[config.mk]
export PLATFORM = sky130hd
export DESIGN_NAME = pmu_shared_top
export DESIGN_NICKNAME = d
export VERILOG_FILES = /design/src/rtl/pmu_pkg.sv /design/src/rtl/pmu_event_match.sv /design/src/rtl/pmu_counter.sv /design/src/rtl/pmu_irq_route.sv /design/src/rtl/pmu_shared_top.sv
export SDC_FILE = /design/constraint.sdc
export NUM_CORES = 2
export LEC_CHECK = 0
export BUFFER_PORTS_ARGS = -buffer_cell sky130_fd_sc_hd__buf_4
export CAP_MARGIN = 30
export CORE_MARGIN = 2
export CORE_UTILIZATION = 55
export DETAILED_ROUTE_END_ITERATION = 10
export PLACE_DENSITY = 0.73
export SETUP_SLACK_MARGIN = 0.05
export SKIP_CTS_REPAIR_TIMING = 1
export SYNTH_ARGS = -nofsm -noshare
export SYNTH_HDL_FRONTEND = slang
export SYNTH_SLANG_ARGS = --single-unit
[constraint.sdc]
create_clock -name clk -period 2.6 [get_ports clk]
set_clock_uncertainty 0.05 [all_clocks]
set_input_delay 0.13 -clock clk [delete_from_list [all_inputs] [get_ports clk]]
set_output_delay 0.13 -clock clk [all_outputs]
set_load 0.01 [all_outputs]
[src/rtl/pmu_pkg.sv]
package pmu_pkg;
  localparam int PMU_NUM_GP    = 8;
  localparam int PMU_CNT_W     = 48;
  localparam int PMU_NUM_CORES = 4;
  localparam int PMU_CODE_W    = 8;
  localparam int PMU_ADDR_W    = 5;
  localparam int PMU_REG_W     = 64;

  localparam int SEL_CODE_LSB  = 0;
  localparam int SEL_UMASK_LSB = 8;
  localparam int SEL_IEN_BIT   = 20;
  localparam int SEL_LEN_BIT   = 22;
  localparam logic [PMU_REG_W-1:0] SEL_MASK = 64'h0000_0000_0050_FFFF;

  localparam int FX_BIT    = 32;
  localparam int ROUTE_LSB = 48;
  localparam int FRZ_BIT   = 63;

  localparam logic [PMU_ADDR_W-1:0] ADDR_CTRL     = 5'h00;
  localparam logic [PMU_ADDR_W-1:0] ADDR_STS      = 5'h01;
  localparam logic [PMU_ADDR_W-1:0] ADDR_CLR      = 5'h02;
  localparam logic [PMU_ADDR_W-1:0] ADDR_FX       = 5'h03;
  localparam logic [PMU_ADDR_W-1:0] ADDR_GP_BASE  = 5'h08;
  localparam logic [PMU_ADDR_W-1:0] ADDR_SEL_BASE = 5'h10;
endpackage

[src/rtl/pmu_event_match.sv]
module pmu_event_match #(
  parameter int CODE_W = 8
) (
  input  logic              evt_valid,
  input  logic [CODE_W-1:0] evt_code,
  input  logic [CODE_W-1:0] evt_unit,
  input  logic [CODE_W-1:0] sel_code,
  input  logic [CODE_W-1:0] sel_umask,
  output logic              hit
);
  always_comb begin
    hit = evt_valid && (evt_code == sel_code) && (|(evt_unit & sel_umask));
  end
endmodule

[src/rtl/pmu_counter.sv]
module pmu_counter #(
  parameter int W = 48
) (
  input  logic         clk,
  input  logic         rst_n,
  input  logic         ld_en,
  input  logic [W-1:0] ld_val,
  input  logic         inc_en,
  output logic [W-1:0] cnt_q,
  output logic         wrap
);
  logic [W-1:0] cnt_d;

  always_comb begin
    cnt_d = cnt_q;
    if (ld_en) begin
      cnt_d = ld_val;
    end else if (inc_en) begin
      cnt_d = cnt_q + 1'b1;
    end
    wrap = inc_en && !ld_en && (&cnt_q);
  end

  always_ff @(posedge clk or negedge rst_n) begin
    if (!rst_n) begin
      cnt_q <= '0;
    end else if (ld_en || inc_en) begin
      cnt_q <= cnt_d;
    end
  end

  AST_LOAD_WINS: assert property (@(posedge clk) disable iff (!rst_n)
    ld_en |=> (cnt_q == $past(ld_val)));
  AST_COUNT_STEP: assert property (@(posedge clk) disable iff (!rst_n)
    (inc_en && !ld_en) |=> (cnt_q == $past(cnt_q) + 1'b1));
endmodule

[src/rtl/pmu_irq_route.sv]
module pmu_irq_route #(
  parameter int SRC_W     = 64,
  parameter int NUM_CORES = 4
) (
  input  logic [SRC_W-1:0]     sts,
  input  logic [SRC_W-1:0]     ien,
  input  logic [NUM_CORES-1:0] route,
  output logic [NUM_CORES-1:0] irq
);
  logic pending;

  always_comb begin
    pending = |(sts & ien);
    irq     = route & {NUM_CORES{pending}};
  end
endmodule

[src/rtl/pmu_shared_top.sv]
module pmu_shared_top
  import pmu_pkg::*;
#(
  parameter int NUM_GP    = PMU_NUM_GP,
  parameter int CNT_W     = PMU_CNT_W,
  parameter int NUM_CORES = PMU_NUM_CORES,
  parameter int CODE_W    = PMU_CODE_W
) (
  input  logic                     clk,
  input  logic                     rst_n,
  input  logic [NUM_GP-1:0]        evt_valid,
  input  logic [NUM_GP*CODE_W-1:0] evt_code,
  input  logic [NUM_GP*CODE_W-1:0] evt_unit,
  input  logic                     cfg_wr_en,
  input  logic [PMU_ADDR_W-1:0]    cfg_addr,
  input  logic [PMU_REG_W-1:0]     cfg_wdata,
  output logic [PMU_REG_W-1:0]     cfg_rdata,
  output logic [NUM_CORES-1:0]     core_irq
);
  localparam logic [PMU_REG_W-1:0] GP_EN_MASK = (64'd1 << NUM_GP) - 64'd1;
  localparam logic [PMU_REG_W-1:0] EN_MASK    = GP_EN_MASK | (64'd1 << FX_BIT);
  localparam logic [PMU_REG_W-1:0] ROUTE_MASK = ((64'd1 << NUM_CORES) - 64'd1) << ROUTE_LSB;
  localparam logic [PMU_REG_W-1:0] CTRL_MASK  = EN_MASK | ROUTE_MASK | (64'd1 << FRZ_BIT);

  logic [PMU_REG_W-1:0] ctrl_q, ctrl_d;
  logic [PMU_REG_W-1:0] sel_q [NUM_GP];
  logic [PMU_REG_W-1:0] sel_d [NUM_GP];
  logic [NUM_GP-1:0]    sts_gp_q, sts_gp_d;
  logic                 sts_fx_q, sts_fx_d;

  logic [CNT_W-1:0]     gp_cnt [NUM_GP];
  logic [CNT_W-1:0]     fx_cnt;
  logic [NUM_GP-1:0]    gp_hit, gp_inc, gp_wrap, gp_ien, wr_gp, wr_sel;
  logic                 fx_wrap;
  logic                 wr_ctrl, wr_clr, wr_fx, irq_trig;
  logic [PMU_REG_W-1:0] sts_vec, ien_vec, wrap_vec, clr_vec;

  always_comb begin
    wr_ctrl = cfg_wr_en && (cfg_addr == ADDR_CTRL);
    wr_clr  = cfg_wr_en && (cfg_addr == ADDR_CLR);
    wr_fx   = cfg_wr_en && (cfg_addr == ADDR_FX);
    clr_vec = wr_clr ? cfg_wdata : '0;
  end

  for (genvar i = 0; i < NUM_GP; i++) begin : g_gp
    assign wr_gp[i]  = cfg_wr_en && (cfg_addr == PMU_ADDR_W'(ADDR_GP_BASE + i));
    assign wr_sel[i] = cfg_wr_en && (cfg_addr == PMU_ADDR_W'(ADDR_SEL_BASE + i));
    assign gp_ien[i] = sel_q[i][SEL_IEN_BIT];
    assign gp_inc[i] = gp_hit[i] && sel_q[i][SEL_LEN_BIT] && ctrl_q[i];

    pmu_event_match #(.CODE_W(CODE_W)) u_match (
      .evt_valid (evt_valid[i]),
      .evt_code  (evt_code[i*CODE_W +: CODE_W]),
      .evt_unit  (evt_unit[i*CODE_W +: CODE_W]),
      .sel_code  (sel_q[i][SEL_CODE_LSB +: CODE_W]),
      .sel_umask (sel_q[i][SEL_UMASK_LSB +: CODE_W]),
      .hit       (gp_hit[i])
    );

    pmu_counter #(.W(CNT_W)) u_cnt (
      .clk    (clk),
      .rst_n  (rst_n),
      .ld_en  (wr_gp[i]),
      .ld_val (cfg_wdata[CNT_W-1:0]),
      .inc_en (gp_inc[i]),
      .cnt_q  (gp_cnt[i]),
      .wrap   (gp_wrap[i])
    );
  end

  pmu_counter #(.W(CNT_W)) u_fx_cnt (
    .clk    (clk),
    .rst_n  (rst_n),
    .ld_en  (wr_fx),
    .ld_val (cfg_wdata[CNT_W-1:0]),
    .inc_en (ctrl_q[FX_BIT]),
    .cnt_q  (fx_cnt),
    .wrap   (fx_wrap)
  );

  // Flat views indexed by status bit position
  always_comb begin
    sts_vec  = '0;
    ien_vec  = '0;
    wrap_vec = '0;
    sts_vec[NUM_GP-1:0]  = sts_gp_q;
    ien_vec[NUM_GP-1:0]  = gp_ien;
    wrap_vec[NUM_GP-1:0] = gp_wrap;
    sts_vec[FX_BIT]  = sts_fx_q;
    ien_vec[FX_BIT]  = 1'b1;
    wrap_vec[FX_BIT] = fx_wrap;
    irq_trig = |(wrap_vec & ien_vec);
  end

  pmu_irq_route #(.SRC_W(PMU_REG_W), .NUM_CORES(NUM_CORES)) u_route (
    .sts   (sts_vec),
    .ien   (ien_vec),
    .route (ctrl_q[ROUTE_LSB +: NUM_CORES]),
    .irq   (core_irq)
  );

  // Next-state logic
  always_comb begin
    ctrl_d = ctrl_q;
    if (wr_ctrl) begin
      ctrl_d = cfg_wdata & CTRL_MASK;
    end
    if (ctrl_q[FRZ_BIT] && irq_trig) begin
      ctrl_d = ctrl_d & ~EN_MASK;
    end
    sts_gp_d = (sts_gp_q & ~clr_vec[NUM_GP-1:0]) | gp_wrap;
    sts_fx_d = (sts_fx_q & ~clr_vec[FX_BIT]) | fx_wrap;
    for (int i = 0; i < NUM_GP; i++) begin
      sel_d[i] = wr_sel[i] ? (cfg_wdata & SEL_MASK) : sel_q[i];
    end
  end

  always_ff @(posedge clk or negedge rst_n) begin
    if (!rst_n) begin
      ctrl_q   <= '0;
      sts_gp_q <= '0;
      sts_fx_q <= 1'b0;
      for (int i = 0; i < NUM_GP; i++) begin
        sel_q[i] <= '0;
      end
    end else begin
      ctrl_q   <= ctrl_d;
      sts_gp_q <= sts_gp_d;
      sts_fx_q <= sts_fx_d;
      for (int i = 0; i < NUM_GP; i++) begin
        sel_q[i] <= sel_d[i];
      end
    end
  end

  // Read mux
  always_comb begin
    cfg_rdata = '0;
    if (cfg_addr == ADDR_CTRL) begin
      cfg_rdata = ctrl_q;
    end else if (cfg_addr == ADDR_STS) begin
      cfg_rdata = sts_vec;
    end else if (cfg_addr == ADDR_FX) begin
      cfg_rdata = PMU_REG_W'(fx_cnt);
    end
    for (int i = 0; i < NUM_GP; i++) begin
      if (cfg_addr == PMU_ADDR_W'(ADDR_GP_BASE + i)) begin
        cfg_rdata = PMU_REG_W'(gp_cnt[i]);
      end
      if (cfg_addr == PMU_ADDR_W'(ADDR_SEL_BASE + i)) begin
        cfg_rdata = sel_q[i];
      end
    end
  end

  AST_WRAP_SETS_STATUS: assert property (@(posedge clk) disable iff (!rst_n)
    (|wrap_vec) |=> ((sts_vec & $past(wrap_vec)) == $past(wrap_vec)));
  AST_STATUS_STICKY: assert property (@(posedge clk) disable iff (!rst_n)
    !wr_clr |=> ((~sts_vec & $past(sts_vec)) == '0));
  AST_IRQ_NEEDS_PENDING: assert property (@(posedge clk) disable iff (!rst_n)
    (|core_irq) |-> (|(sts_vec & ien_vec)));
  AST_FREEZE_STOPS: assert property (@(posedge clk) disable iff (!rst_n)
    (ctrl_q[FRZ_BIT] && irq_trig) |=> ((ctrl_q & EN_MASK) == '0));
  AST_NO_SELF_ENABLE: assert property (@(posedge clk) disable iff (!rst_n)
    !wr_ctrl |=> ((ctrl_q & EN_MASK & ~$past(ctrl_q)) == '0));
endmodule

==> flow_summary.toml <==
[status]
outcome = "finished, violations left"
violations = "design-rule violations, negative hold slack, negative setup slack"

[grt]
grt_pass1_vias = 34000
grt_max_degree = 98
grt-ovfl-total = 0
busiest_layer = "met2"
met1_usage_pct = 59.6
grt_util_met3_pct = 9.40
grt_usage_pct = 43.9
grt_antenna_before_repair = 4
grt_pass1_wl_mm = 218
met2_usage_pct = 63.3

[yosys]
synth_edf_count = 0
seq_area_frac_synth_pct = 42.0
syn_avg_cell_area_um2 = 8.78
synth_cell_types = 69
yosys_most_used_dff = "dfrtp_1"
netlist_area_um2 = 35700
synth_seq_cells = 599
yosysWarnings = 0
syn_inst = 4066
async_flop_share_pct = 100

[placed_design]
port_buffers = 253
gp_congestion = 1.05
hpwl_mm = 113

[clock_tree]
root_buffer = "clkbuf_16"
cts_max_level = 3
cts_sinks = 599
clock_path_buffers = 3
cts_tree = "done"
clock_latency_ns = 0.63
cts_made_buffers = 71
clk_pin_slew_ns = 0.06

[critical_path]
crit_path_max_incr_delay_ns = 0.39
cp.arrival_ns = 2.50
cp_max_fo = 4
crit_required_ns = 2.42
critPathCaptureType = "output pin"
crit_top_cell = "buf_4"
start_kind = "flop"
cp_slowest_cell = "dfrtp_1"
criticalPathCategory = "reg2out"
crit_chain = "buf_6, nand3_1, a21oi_1, buf_4, a221oi_2, buf_4, o21ai_0, buf_4, a21oi_2, o21ai_2, buf_4"

[floorplanning]
io_pins = 276
dieArea_um2 = 66900
core_um2 = 64300
die_x_um = 259
num_rows = 93
start_util_pct = 55.5
die_y_um = 259

[pwr]
powerDensity_nw_per_um2 = 679
p_total_w = 0.0320
p_leak_nw = 19.8
vdd_drop_max_uv = 593

[cells_and_area]
fillers = 4791
finalNetCount = 5060
regArea_um2 = 15000
multi_input_area_um2 = 20800
layout-drive-gt1-share_pct = 29.0
final_util_pct = 73.2
synthToLayoutAreaGrowth_pct = 32.0

[timing]
max_clock_freq_ghz = 0.373
fin_ws_ns = -0.0788
final_max_slew_viol_count = 0
finalCritPeriodShare_pct = 103
finalCriticalPeriod_ns = 2.68
tightest_slew_ns = 0.976
setup_violations = 16
slew-limit-headroom_pct = 34.9
hold_ws_ns = -0.0243
finalHoldViolCount = 17
grt_setup_unrepaired = "yes"

[detailed_routing]
wl_per_cell_um = 26.7
viasPerCell = 6.45
wl_mm = 153
antenna_left = 0
first_pass_iters = 11
drcViolationCount = 3
first_iter_violations = 4828
vias = 37100

[run]
cap_violations = 0

[hold_path]
hold_class = "in2async"
-- power by group --
group          internal, W  switching (W)  total (W)
registers           0.0113        0.00214     0.0134
clock network      0.00579        0.00422     0.0100
logic              0.00414        0.00438    0.00852
-- synth_stat cells (7+ instances only) --
| library cell | n | area (um^2) |
|---|---|---|
| inv_1 | 82 | 308 |
| nor2b_1 | 9 | 56.3 |
| and2_1 | 20 | 125 |
| nor4_1 | 71 | 444 |
| nand4_1 | 125 | 782 |
| o21a_1 | 7 | 52.6 |
| mux2i_1 | 16 | 160 |
| a221oi_1 | 40 | 350 |
| nor3_1 | 126 | 631 |
| mux2_2 | 151 | 1700 |
| clkbuf_1 | 223 | 837 |
| o21ai_0 | 254 | 1270 |
| xnor2_1 | 308 | 2700 |
| or2_2 | 13 | 81.3 |
| or3_1 | 20 | 125 |
| nand2b_1 | 9 | 56.3 |
| and4_1 | 29 | 254 |
| xor2_1 | 169 | 1480 |
| buf_4 | 12 | 90.1 |
| o221ai_1 | 26 | 228 |
| a22o_1 | 19 | 166 |
| a221o_1 | 26 | 260 |
| and3_1 | 87 | 544 |
| o22ai_1 | 16 | 100 |
| nand2_1 | 494 | 1850 |
| ha_1 | 9 | 113 |
| nor2_1 | 383 | 1440 |
| a31oi_1 | 19 | 119 |
| a22oi_1 | 121 | 908 |
| a222oi_1 | 39 | 390 |
| or4_1 | 18 | 135 |
| dfrtp_1 | 599 | 15000 |
| buf_1 | 25 | 93.8 |
| a21oi_1 | 221 | 1110 |
| nand3_1 | 205 | 1030 |
-- cells in the final DEF, fill, tap and decap left out, types with 82 or more instances in the layout --
cell / instances
nand3_1: 194
dfrtp_1: 580
nor2_1: 364
xor2_1: 167
nor3_1: 94
mux2_2: 149
buf_4: 840
a21oi_1: 207
a22oi_1: 112
xnor2_1: 289
o21ai_0: 235
nand4_1: 125
nand2_1: 486
and3_1: 85
inv_1: 82
-- layer usage --
layer | wire length [um] | share of wire (%)
met1 | 57400 | 37
met2 | 64800 | 42
met3 | 18700 | 12
met4 | 12500 | 8.1
met5 | 34 | 0.022
-- worst max-delay path, delay by kind of cell, from the launching register on --
family	cells	cell delay, ns
AOI/OAI and AO/OA	5	0.59
buffers and inverters	5	0.82
and+or+nand+nor	1	0.08
DFF	1	0.39
-- cell families (layout without fill, tap and decap cells) --
family                   after synthesis  in the layout  synth area share, %
AO/OA/AOI/OAI                        817            817                 14.5
XOR/XNOR                             477            477                 11.7
adder cells (fa/ha/maj)                9              9                0.316
buffers and inverters                343           1156                 3.76
flip-flops                           599            599                 42.0
multiplexers                         167            167                 5.21
other                                  1             13               0.0105
AND/OR/NAND/NOR                     1653           1653                 22.4
-- registers in the layout, summed over array words and instances (netlist names) --
name              cells
g_gp.u_cnt.cnt_q    384
sel_q               136
u_fx_cnt.cnt_q       48
ctrl_q               14
gp_ien                8
sts_gp_q              8
sts_fx_q              1
-- path summary, 6_finish.rpt --
| kind | startpoint | end | slack (ns) | depth (start not counted) |
|---|---|---|---|---|
| setup / recovery | g_gp[3].u_cnt.cnt_q[22] | cfg_rdata[22] | -0.08 | 11 |
| hold / removal | rst_n | g_gp[0].u_cnt.cnt_q[38] | -0.02 | 2 |
| setup reg to reg | sel_q[321] | ctrl_q[2] | -0.03 | 9 |
| hold reg to reg | ctrl_q[49] | ctrl_q[49] | 0.48 | 1 |
| max in group asynchronous | rst_n | g_gp[5].u_cnt.cnt_q[19] | 1.52 | 3 |
| min in group clk | evt_code[32] | g_gp[4].u_cnt.cnt_q[1] | 0.11 | 6 |
-- stage by stage --
step           setup slack, ns  TNS, ns  std cells  area (um^2)
6_report               -0.0788   -0.499       5746        47100
5_1_grt                 -0.186    -1.74       5744        47100
4_1_cts                 -0.277    -4.34       5642        44800
3_5_place_dp            -0.156    -2.91       5523        42600
3_3_place_gp           -0.0938    -1.11       5523        42600
2_1_floorplan           0.0539        0       4076        35700
-- layout make-up --
cell class                 count  area share (%)
clock inverter                21           0.475
antenna                        2          0.0106
multi-input combinational   3134            44.1
sequential                   599            31.9
clock buffer                  98            4.27
timing repair buffer         955            16.4
tap                          855            2.27
inverter                      82           0.653
Power figures use the tool's default switching activity.
